### src/rtl/spi_sclk_gen_pkg.sv
package spi_sclk_gen_pkg;

  // Per-cycle request from the control half to the output datapath.
  typedef struct packed {
    logic active;      // enable is high this cycle
    logic byp;         // bypass is in effect this cycle
    logic bypPol;      // polarity to apply to the passed-through clock
    logic level;       // physical serial clock level after this edge
    logic fallLaunch;  // launch on falling edge, sample on rising edge
  } clkStb_t;

endpackage

### src/rtl/spi_sclk_gen_ctrl.sv
module spi_sclk_gen_ctrl #(
  parameter int PRE_W = 13,
  parameter int CNT_W = 6,
  parameter int CFG_W = 3 + 2 * CNT_W + PRE_W
) (
  input  logic                      clk,
  input  logic                      rstN,
  input  logic                      enable,
  input  logic [CFG_W-1:0]          cfgWord,
  output spi_sclk_gen_pkg::clkStb_t stb
);
  localparam int BYP_BIT = 0;
  localparam int POL_BIT = 1;
  localparam int PHA_BIT = 2;
  localparam int H_LSB   = 3;
  localparam int N_LSB   = H_LSB + CNT_W;
  localparam int PRE_LSB = N_LSB + CNT_W;

  // Raw fields of the incoming word
  logic [PRE_W-1:0] inPre;
  logic [CNT_W-1:0] inN, inH, effN, effH;
  logic             inByp, inPol, inPha;

  assign inByp = cfgWord[BYP_BIT];
  assign inPol = cfgWord[POL_BIT];
  assign inPha = cfgWord[PHA_BIT];
  assign inH   = cfgWord[H_LSB +: CNT_W];
  assign inN   = cfgWord[N_LSB +: CNT_W];
  assign inPre = cfgWord[PRE_LSB +: PRE_W];

  // Normalise: period of at least two counts, at least one idle count
  always_comb begin
    effN = (inN == '0) ? CNT_W'(1) : inN;
    effH = (inH >= effN) ? effN : inH + CNT_W'(1);
  end

  // Active configuration, reloaded only at load points
  logic [PRE_W-1:0] actPre;
  logic [CNT_W-1:0] actN;   // n - 1
  logic [CNT_W-1:0] actH;   // h (not minus one)
  logic             actByp, actPol, actPha;

  logic [PRE_W-1:0] preCnt, preNext;
  logic [CNT_W-1:0] perCnt, perNext;
  logic [CNT_W:0]   lowCnt;
  logic             tick, wrap, run, load, rawNext, polNext, phaNext;

  assign run    = enable && !actByp;
  assign tick   = (preCnt == actPre);
  assign wrap   = run && tick && (perCnt == actN);
  assign load   = !enable || actByp || wrap;
  assign lowCnt = {1'b0, actN} + (CNT_W+1)'(1) - {1'b0, actH};

  always_comb begin
    if (!run) begin
      preNext = '0;
      perNext = '0;
    end else if (tick) begin
      preNext = '0;
      perNext = (perCnt == actN) ? '0 : perCnt + CNT_W'(1);
    end else begin
      preNext = preCnt + PRE_W'(1);
      perNext = perCnt;
    end
  end

  assign rawNext = run && ({1'b0, perNext} >= lowCnt);
  assign polNext = load ? inPol : actPol;
  assign phaNext = load ? inPha : actPha;

  always_ff @(posedge clk or negedge rstN) begin
    if (!rstN) begin
      preCnt <= '0;
      perCnt <= '0;
      actPre <= '0;
      actN   <= CNT_W'(1);
      actH   <= CNT_W'(1);
      actByp <= 1'b0;
      actPol <= 1'b0;
      actPha <= 1'b0;
    end else begin
      preCnt <= preNext;
      perCnt <= perNext;
      if (load) begin
        actPre <= inPre;
        actN   <= effN;
        actH   <= effH;
        actByp <= inByp;
        actPol <= inPol;
        actPha <= inPha;
      end
    end
  end

  always_comb begin
    stb.active     = enable;
    stb.byp        = enable && actByp;
    stb.bypPol     = actPol;
    stb.level      = polNext ^ rawNext;
    stb.fallLaunch = (polNext == phaNext);
  end

  // Counters never leave their programmed range
  assert_per_range_R2: assert property (@(posedge clk) disable iff (!rstN)
    perCnt <= actN);
  assert_pre_range_R2: assert property (@(posedge clk) disable iff (!rstN)
    preCnt <= actPre);
  // Normalised high count leaves at least one idle and one active count
  assert_high_bounds_R4: assert property (@(posedge clk) disable iff (!rstN)
    (actH >= CNT_W'(1)) && (actH <= actN));
  // Disabled: both counters cleared on the next cycle
  assert_idle_clear_R5: assert property (@(posedge clk) disable iff (!rstN)
    !enable |=> (perCnt == '0) && (preCnt == '0));
  // Mid-period: active divider fields hold
  assert_cfg_hold_R9: assert property (@(posedge clk) disable iff (!rstN)
    (enable && !actByp && !wrap) |=> $stable(actN) && $stable(actH) && $stable(actPre));

endmodule

### src/rtl/spi_sclk_gen_dp.sv
module spi_sclk_gen_dp (
  input  logic                      clk,
  input  logic                      rstN,
  input  spi_sclk_gen_pkg::clkStb_t stb,
  output logic                      sclk,
  output logic                      riseStb,
  output logic                      fallStb,
  output logic                      launchStb,
  output logic                      sampleStb
);
  logic sclkQ, bypQ, bypPolQ;
  logic riseQ, fallQ, launchQ, sampleQ;
  logic riseNow, fallNow;

  assign riseNow = stb.active && !sclkQ && stb.level;
  assign fallNow = stb.active && sclkQ && !stb.level;

  always_ff @(posedge clk or negedge rstN) begin
    if (!rstN) begin
      sclkQ   <= 1'b0;
      bypQ    <= 1'b0;
      bypPolQ <= 1'b0;
      riseQ   <= 1'b0;
      fallQ   <= 1'b0;
      launchQ <= 1'b0;
      sampleQ <= 1'b0;
    end else if (stb.byp) begin
      sclkQ   <= stb.level;
      bypQ    <= 1'b1;
      bypPolQ <= stb.bypPol;
      riseQ   <= 1'b1;
      fallQ   <= 1'b1;
      launchQ <= 1'b1;
      sampleQ <= 1'b1;
    end else begin
      sclkQ   <= stb.level;
      bypQ    <= 1'b0;
      riseQ   <= riseNow;
      fallQ   <= fallNow;
      launchQ <= stb.fallLaunch ? fallNow : riseNow;
      sampleQ <= stb.fallLaunch ? riseNow : fallNow;
    end
  end

  assign sclk      = bypQ ? (clk ^ bypPolQ) : sclkQ;
  assign riseStb   = riseQ;
  assign fallStb   = fallQ;
  assign launchStb = launchQ;
  assign sampleStb = sampleQ;

  // Divider mode: at most one edge strobe per cycle
  assert_edge_onehot_R7: assert property (@(posedge clk) disable iff (!rstN)
    !bypQ |-> $onehot0({riseQ, fallQ}));
  // A rising strobe comes with a high level, a falling one with a low level
  assert_edge_level_R7: assert property (@(posedge clk) disable iff (!rstN)
    (!bypQ && (riseQ || fallQ)) |-> (sclkQ == riseQ));
  // Every edge is either launch or sample, never both
  assert_role_split_R8: assert property (@(posedge clk) disable iff (!rstN)
    !bypQ |-> (((launchQ || sampleQ) == (riseQ || fallQ)) && !(launchQ && sampleQ)));
  // Disabled: no strobes and no passthrough next cycle
  assert_idle_quiet_R5: assert property (@(posedge clk) disable iff (!rstN)
    !stb.active |=> !riseQ && !fallQ && !launchQ && !sampleQ && !bypQ);
  // Passthrough: all strobes high
  assert_byp_all_R6: assert property (@(posedge clk) disable iff (!rstN)
    bypQ |-> riseQ && fallQ && launchQ && sampleQ);

endmodule

### src/rtl/spi_sclk_gen.sv
module spi_sclk_gen #(
  parameter int PRE_W = 13,
  parameter int CNT_W = 6,
  localparam int CFG_W = 3 + 2 * CNT_W + PRE_W
) (
  input  logic             clk,
  input  logic             rstN,
  input  logic             enable,
  input  logic [CFG_W-1:0] cfgWord,
  output logic             sclk,
  output logic             riseStb,
  output logic             fallStb,
  output logic             launchStb,
  output logic             sampleStb
);
  spi_sclk_gen_pkg::clkStb_t stb;

  spi_sclk_gen_ctrl #(
    .PRE_W(PRE_W),
    .CNT_W(CNT_W),
    .CFG_W(CFG_W)
  ) uCtrl (
    .clk     (clk),
    .rstN    (rstN),
    .enable  (enable),
    .cfgWord (cfgWord),
    .stb     (stb)
  );

  spi_sclk_gen_dp uDp (
    .clk       (clk),
    .rstN      (rstN),
    .stb       (stb),
    .sclk      (sclk),
    .riseStb   (riseStb),
    .fallStb   (fallStb),
    .launchStb (launchStb),
    .sampleStb (sampleStb)
  );

endmodule

### config.mk
export PLATFORM = sky130hd
export DESIGN_NAME = spi_sclk_gen
export DESIGN_NICKNAME = d
export VERILOG_FILES = /design/src/rtl/spi_sclk_gen_pkg.sv /design/src/rtl/spi_sclk_gen_ctrl.sv /design/src/rtl/spi_sclk_gen_dp.sv /design/src/rtl/spi_sclk_gen.sv
export SDC_FILE = /design/constraint.sdc
export NUM_CORES = 1
export LEC_CHECK = 0
export BUFFER_PORTS_ARGS = -buffer_cell sky130_fd_sc_hd__buf_2
export CORE_MARGIN = 2
export CORE_UTILIZATION = 25
export CTS_CLUSTER_SIZE = 24
export DETAILED_ROUTE_END_ITERATION = 12
export SLEW_MARGIN = 20
export SYNTH_ARGS = -nofsm -noshare
export SYNTH_HDL_FRONTEND = slang
export SYNTH_SLANG_ARGS = --single-unit
### constraint.sdc
create_clock -name clk -period 9.1 [get_ports clk]
set_input_delay 0.91 -clock clk [delete_from_list [all_inputs] [get_ports clk]]
set_output_delay 0.91 -clock clk [all_outputs]
set_load 0.05 [all_outputs]
Yosys cells after proc, flatten, opt, wreduce, memory -nomap -nowiden
Cells that the tools add are included.
{"block": "word_totals", "regBits": 54, "word_cells": 60}
{"block": "classes", "n_addsub": 5, "order_cmp": 2, "n_eq_ne": 3, "mux": 17, "bitwise_logic": 2, "reduce_logical": 16}
{"operator": "$mux 6", "count": 5}
{"operator": "$mux 13", "count": 2}
{"operator": "$add 13x1->13 const B", "count": 1}
{"operator": "$eq 13x13->1", "count": 1}
{"operator": "$add 6x1->6 const B", "count": 2}
{"operator": "$mux 1", "count": 10}
{"operator": "$logic_and 1x1->1", "count": 9}
{"operator": "$add 6x1->7 const B", "count": 1}
{"operator": "$ge 6x7->1", "count": 1}
{"operator": "$sub 7x6->7", "count": 1}
{"operator": "$eq 6x6->1", "count": 1}
{"operator": "$ge 6x6->1", "count": 1}
{"operator": "$logic_not 6->1", "count": 1}
{"operator": "$logic_not 1->1", "count": 4}
{"operator": "$logic_or 1x1->1", "count": 2}
{"operator": "$xor 1x1->1", "count": 2}
{"operator": "$eq 1x1->1", "count": 1}

Logic depth before layout (Yosys ltp)
Gate-level depths: netlist (run 1).
{"block": "logic_depth", "ltp_word": 11, "mapped_depth": 16, "depth_no_buf": 15}

Modules after synthesis
Synthesis (run 1) repeated with hierarchy kept, for this count alone.
{"block": "unflattened", "cells_unflattened": 300, "area_unflattened_um2": 3176.8}
{"mod": "spi_sclk_gen_ctrl", "instances": 1, "cells_per_inst": 280, "area_each_um2": 2900.3}
{"mod": "spi_sclk_gen_dp", "instances": 1, "cells_per_inst": 20, "area_each_um2": 276.5}

==> impl_metrics.json, run 1 <==
{
  "holdBufCountCts": 0,
  "rsz0062_at_grt": "false",
  "die_y_microns": 118,
  "antenna_found_initial": 0,
  "drt_iter0_drc": 96,
  "final_util_pct": 30.6,
  "grtUsageMet3_pct": 2.94,
  "antenna_cells": 0,
  "critPathMaxStageDelay_ns": 0.28,
  "cp.buffers_inverters": 3,
  "nets": 456,
  "syn2layout_area_growth_pct": 19.0,
  "synth_edf_count": 0,
  "synth_top_family_by_area": "simple AND/OR/NAND/NOR gates",
  "synthTopCellsByArea": "dfrtp_1, ha_1, nand2_1",
  "crit_arrival_ns": 5.34,
  "setup_viol": 0,
  "crit_family": "buffers and inverters",
  "yosys_register_bits": 54,
  "path_cells": "clkbuf_16, clkbuf_16, xnor2_1, a21oi_1, buf_2",
  "top_usage_layer": "met2",
  "postCtsResizedCells": 0,
  "initial_core_util_pct": 25.7,
  "synth_area_sq_um": 3270,
  "mostFrequentLayoutCell": "nand2_1",
  "synth_compound_area_share_pct": 8.83,
  "core-area_sq_um": 12700,
  "status": "finished, final reports clean",
  "drv_cap": 0,
  "dieArea_sq_um": 14000,
  "synth_cell_types": 45,
  "cp_slowest_cell": "buf_2",
  "slew_viol_final": 0,
  "grt_pass1_wl_mm": 12.6,
  "gp_congestion": 0.802,
  "hp-class": "flip-flop to flip-flop",
  "avgRoutedWirePerCell_microns": 12.6,
  "tightest_slew_ns": 1.04,
  "clk_latency_ns": 0.41,
  "gr-usage-met2_pct": 16.1,
  "finalPower_w": 0.000705,
  "critPathMostFrequentCell": "clkbuf_16",
  "cellLeakagePower_nw": 1.87,
  "synthAdderAreaFrac_pct": 10.6,
  "ys_seq_area_share_pct": 41.4,
  "detail-route-antenna-nets": 0,
  "report.final.hold_viol_count": 0,
  "drive_gt1_share_pct": 15.5,
  "hold_slack_ns": 0.489,
  "synth_flop_cell": "dfrtp_1",
  "yosysWarnings": 0,
  "drc": 0,
  "clock_skew_ns": 0.00882,
  "grt_start_max_net_pins": 55,
  "vias": 2512,
  "path_clk_slew_ns": 0.07,
  "postSynthAreaPerCell_sq_um": 9.14,
  "io_pins": 36,
  "synthArstFlopShare_pct": 100,
  "port_buffers": 35,
  "synth_xor_xnor_area_share_pct": 11.0,
  "overflow": 0,
  "routed_wirelength_mm": 7.19,
  "powerDensity_nw_per_um2": 181,
  "cts_setup_buffers": 0,
  "fp.dieW_microns": 118,
  "worstSetupPathType": "clock port to output port",
  "synth_top_cell_by_area": "dfrtp_1",
  "synth_cells": 358,
  "first_global_vias": 2620,
  "cts_tree": "built",
  "required_ns": 8.19,
  "slew_headroom_pct": 30.3,
  "tns_ns": 0,
  "start_kind": "clock port",
  "syn_nets": 416,
  "grt_usage_pct": 11.2,
  "firstDrtPassIters": 4,
  "met1_usage_pct": 15.8,
  "hpwl_mm": 5.49,
  "via_per_inst": 4.40,
  "rows": 41,
  "ir_worst_vdd_v": 0.0000690,
  "synthSimpleGateAreaFrac_pct": 21.2,
  "path_max_fanout": 2,
  "layout_common_cells": "nand2_1, dfrtp_1, buf_2",
  "synth.area.mux_share_pct": 3.25,
  "synth_top_area_share_pct": 39.8,
  "cp-end-kind": "output port"
}
path summary, 6_finish.rpt:
path	start	end	slack [ns]	depth (start not counted)
setup / recovery	clk	sclk	2.85	5
hold / removal	uCtrl.actH[4]	uCtrl.actH[4]	0.49	2
setup reg to reg	uCtrl.preCnt[2]	uDp.riseStb	5.23	14
hold reg to reg	uCtrl.actH[4]	uCtrl.actH[4]	0.49	2
max in group asynchronous	rstN	uCtrl.perCnt[3]	8.01	2
min in group asynchronous	rstN	uCtrl.actH[2]	0.62	2
metal layers:
layer | wire (microns) | share of wire, %
met5 | 0 | 0
met4 | 119 | 1.7
met3 | 285 | 4.0
met2 | 3000 | 42
met1 | 3790 | 53
tightest hold or removal path: stages (launching register included):
cell and delay [ns]:
dfrtp_1 0.35, nand2_1 0.05, o21ai_0 0.06
stage by stage:
| step | area, sq um | cells | setup WS [ns] |
|---|---|---|---|
| final | 3890 | 571 | 2.85 |
| after global routing | 3890 | 571 | 2.81 |
| after CTS | 3890 | 571 | 2.82 |
| after detailed placement | 3670 | 560 | 3.16 |
| after global placement | 3670 | 560 | 3.16 |
| after floorplan | 3270 | 358 | 2.75 |
registers in the layout (all words and copies together) (netlist names):
name	count
uDp.bypQ	1
uDp.sampleStb	1
uCtrl.actPre	13
uCtrl.actH	6
uCtrl.preCnt	13
uDp.bypPolQ	1
uCtrl.actByp	1
uDp.fallStb	1
uCtrl.actN	6
uDp.launchStb	1
uDp.sclkQ	1
uCtrl.perCnt	6
uCtrl.actPha	1
uCtrl.actPol	1
uDp.riseStb	1
cells in the mapped netlist, types with 5 or more instances:
cell	count
inv_1	24
a21oi_1	13
nand3_1	12
nand2_1	62
nand4_1	11
nor2_1	32
clkbuf_1	8
xor2_1	25
mux2i_1	7
o21ai_0	16
ha_1	26
xnor2_1	16
dfrtp_1	52
or3_1	5
nor3_1	5
cell families (layout without fill, tap and decap cells):
family | after synthesis | in the layout
compound gates | 46 | 46
xor+xnor | 41 | 41
fa+ha+maj | 27 | 27
flops | 54 | 54
buf+inv | 33 | 74
mux | 10 | 10
simple gates | 147 | 147
power breakdown:
part           total (W)  internal, W  switching, W
Clock           0.000274     0.000165      0.000109
Sequential      0.000273     0.000259     0.0000142
Combinational   0.000158    0.0000651     0.0000929
Total           0.000705     0.000489      0.000216
area by class of cell:
class                   count  area (sq um)
clock inverters             3          26.3
flip-flops and latches     54          1350
well taps                 172           215
inverters                  25          93.8
clock buffers               9           205
repair buffers             37           193
multi-input cells         271          1810
fillers                  1397          8830
Power figures use the tool's default switching activity.
==> run 2, diff against run 1 <==
==> constraint.sdc (replaced) <==
create_clock -name clk -period 5.55 [get_ports clk]
set_input_delay 0.555 -clock clk [delete_from_list [all_inputs] [get_ports clk]]
set_output_delay 0.555 -clock clk [all_outputs]
set_load 0.05 [all_outputs]
==> run 2 against run 1 <==
  * First-iteration DRC count fell by 28%
  * Die area stayed put
  * Largest cell class unchanged
  * Final cell count unchanged
  * Global-route usage is 0.12 points higher
  * Highest routed layer unchanged
  * Design area about the same
  * Via count up 0.68%
==> impl_metrics.json, run 2 (synthesized netlist as in run 1, its figures left out) <==
{
  "first_global_vias": 2643,
  "drv_cap": 0,
  "io_pins": 36,
  "drc": 0,
  "cts_tree": "built",
  "r2r_setup_slack_ns": 1.70,
  "fp.dieW_microns": 118,
  "required_ns": 4.99,
  "syn2layout_area_growth_pct": 19.1,
  "path_clk_slew_ns": 0.07,
  "slew_viol_final": 0,
  "rr_startpoint": "uCtrl.preCnt[8]",
  "grt_usage_pct": 11.3,
  "initial_core_util_pct": 25.7,
  "postCtsResizedCells": 0,
  "nets": 456,
  "rr_worst_depth": 14,
  "layout_common_cells": "nand2_1, dfrtp_1, buf_2",
  "die_y_microns": 118,
  "path_max_fanout": 2,
  "cp-end-kind": "output port",
  "drive_gt1_share_pct": 15.5,
  "crit_arrival_ns": 3.55,
  "status": "finished, final reports clean",
  "combPwrFrac_pct": 22.4,
  "detail-route-antenna-nets": 0,
  "drt_iter0_drc": 69,
  "switching_share_pct": 30.6,
  "hp-class": "input port to asynchronous set/reset pin",
  "hpwl_mm": 5.59,
  "core-area_sq_um": 12700,
  "fillers": 1402,
  "mostFrequentLayoutCell": "nand2_1",
  "via_per_inst": 4.43,
  "antenna_cells": 0,
  "cellLeakagePower_nw": 1.87,
  "clock_skew_ns": 0.00457,
  "holdBufCountCts": 0,
  "slew_headroom_pct": 33.1,
  "gp_congestion": 0.841,
  "firstDrtPassIters": 4,
  "p_seq_share_pct": 38.8,
  "start_kind": "clock port",
  "p_int_w": 0.000802,
  "powerDensity_nw_per_um2": 296,
  "tightest_slew_ns": 1.00,
  "r2r-end": "uDp.riseStb",
  "worstSetupPathType": "clock port to output port",
  "dieArea_sq_um": 14000,
  "cts_setup_buffers": 0,
  "reg.largest.list": "uCtrl.actPre (13), uCtrl.preCnt (13)",
  "overflow": 0,
  "antenna_found_initial": 0,
  "tns_ns": 0,
  "routed_wirelength_mm": 7.33,
  "port_buffers": 35,
  "grt_pass1_wl_mm": 12.7,
  "hold_slack_ns": 0.262,
  "clk_latency_ns": 0.41,
  "multi_input_area_sq_um": 1810,
  "rows": 41,
  "pre_cts_ws_ns": 1.74,
  "postLayoutSetupSlackWorst_ns": 1.45,
  "ir_worst_vdd_v": 0.000148,
  "seq_area_sq_um": 1350,
  "p_clk_share_pct": 38.8,
  "report.final.hold_viol_count": 0,
  "rsz0062_at_grt": "false",
  "avgRoutedWirePerCell_microns": 12.8,
  "setup_viol": 0,
  "vias": 2529,
  "p_switching_w": 0.000353,
  "grt_start_max_net_pins": 55
}
run 2: changes by cell type in the layout (fill, tap and decap cells not counted):
cell / previous run / this run
clkinv_4: 1 / 2
inv_6: 2 / 0
inv_8: 0 / 1
run 2: area by class of cell:
| cell class | count | area share (%) |
|---|---|---|
| flip-flops and latches | 54 | 34.7 |
| clock buffers | 9 | 5.26 |
| repair buffers | 37 | 4.94 |
| clock inverters | 3 | 0.738 |
| well taps | 172 | 5.52 |
| inverters | 25 | 2.41 |
| multi-input cells | 271 | 46.4 |
run 2: how the worst max path moves through the flow:
stage,start,end,depth (start not counted)
2_1_floorplan,clk,sclk,2
3_3_place_gp,clk,sclk,3
3_5_place_dp,clk,sclk,3
4_1_cts,clk,sclk,5
5_1_grt,uCtrl.preCnt[2],uDp.riseStb,14
6_report,clk,sclk,5
run 2: metrics by stage:
step	instance area, sq um	std cells	total power [W]	util (%)
6_report	3900	571	0.00116	30.6
5_1_grt	3900	571	0.00124	30.6
4_1_cts	3900	571	0.00117	30.6
3_5_place_dp	3670	560	0.000732	28.8
3_3_place_gp	3670	560	0.000724	28.8
2_1_floorplan	3270	358	0.000651	-
run 2: power groups by stage:
| stage | Clock [W] | Sequential [W] | Combinational [W] |
|---|---|---|---|
| detailed placement | 0.0000166 | 0.000456 | 0.000259 |
| floorplan | 0.0000152 | 0.000461 | 0.000175 |
| global placement | 0.0000166 | 0.000455 | 0.000253 |
| CTS | 0.000460 | 0.000449 | 0.000263 |
| global route | 0.000483 | 0.000453 | 0.000300 |
| finish | 0.000448 | 0.000448 | 0.000259 |
run 2: critical path, cell delays in order:
cell,delay (ns)
clkbuf_16,0.12
clkbuf_16,0.13
xnor2_1,0.11
a21oi_1,0.13
buf_2,0.28
run 2: layer usage:
layer  vias to the layer above  share of wire (%)  global-route usage (%)
met5                         -                  0                       0
met4                         0                1.3                    4.09
met3                         7                4.3                    3.09
met2                        49                 43                    16.3
met1                      1186                 51                    16.1
li1                       1287                  -                       -
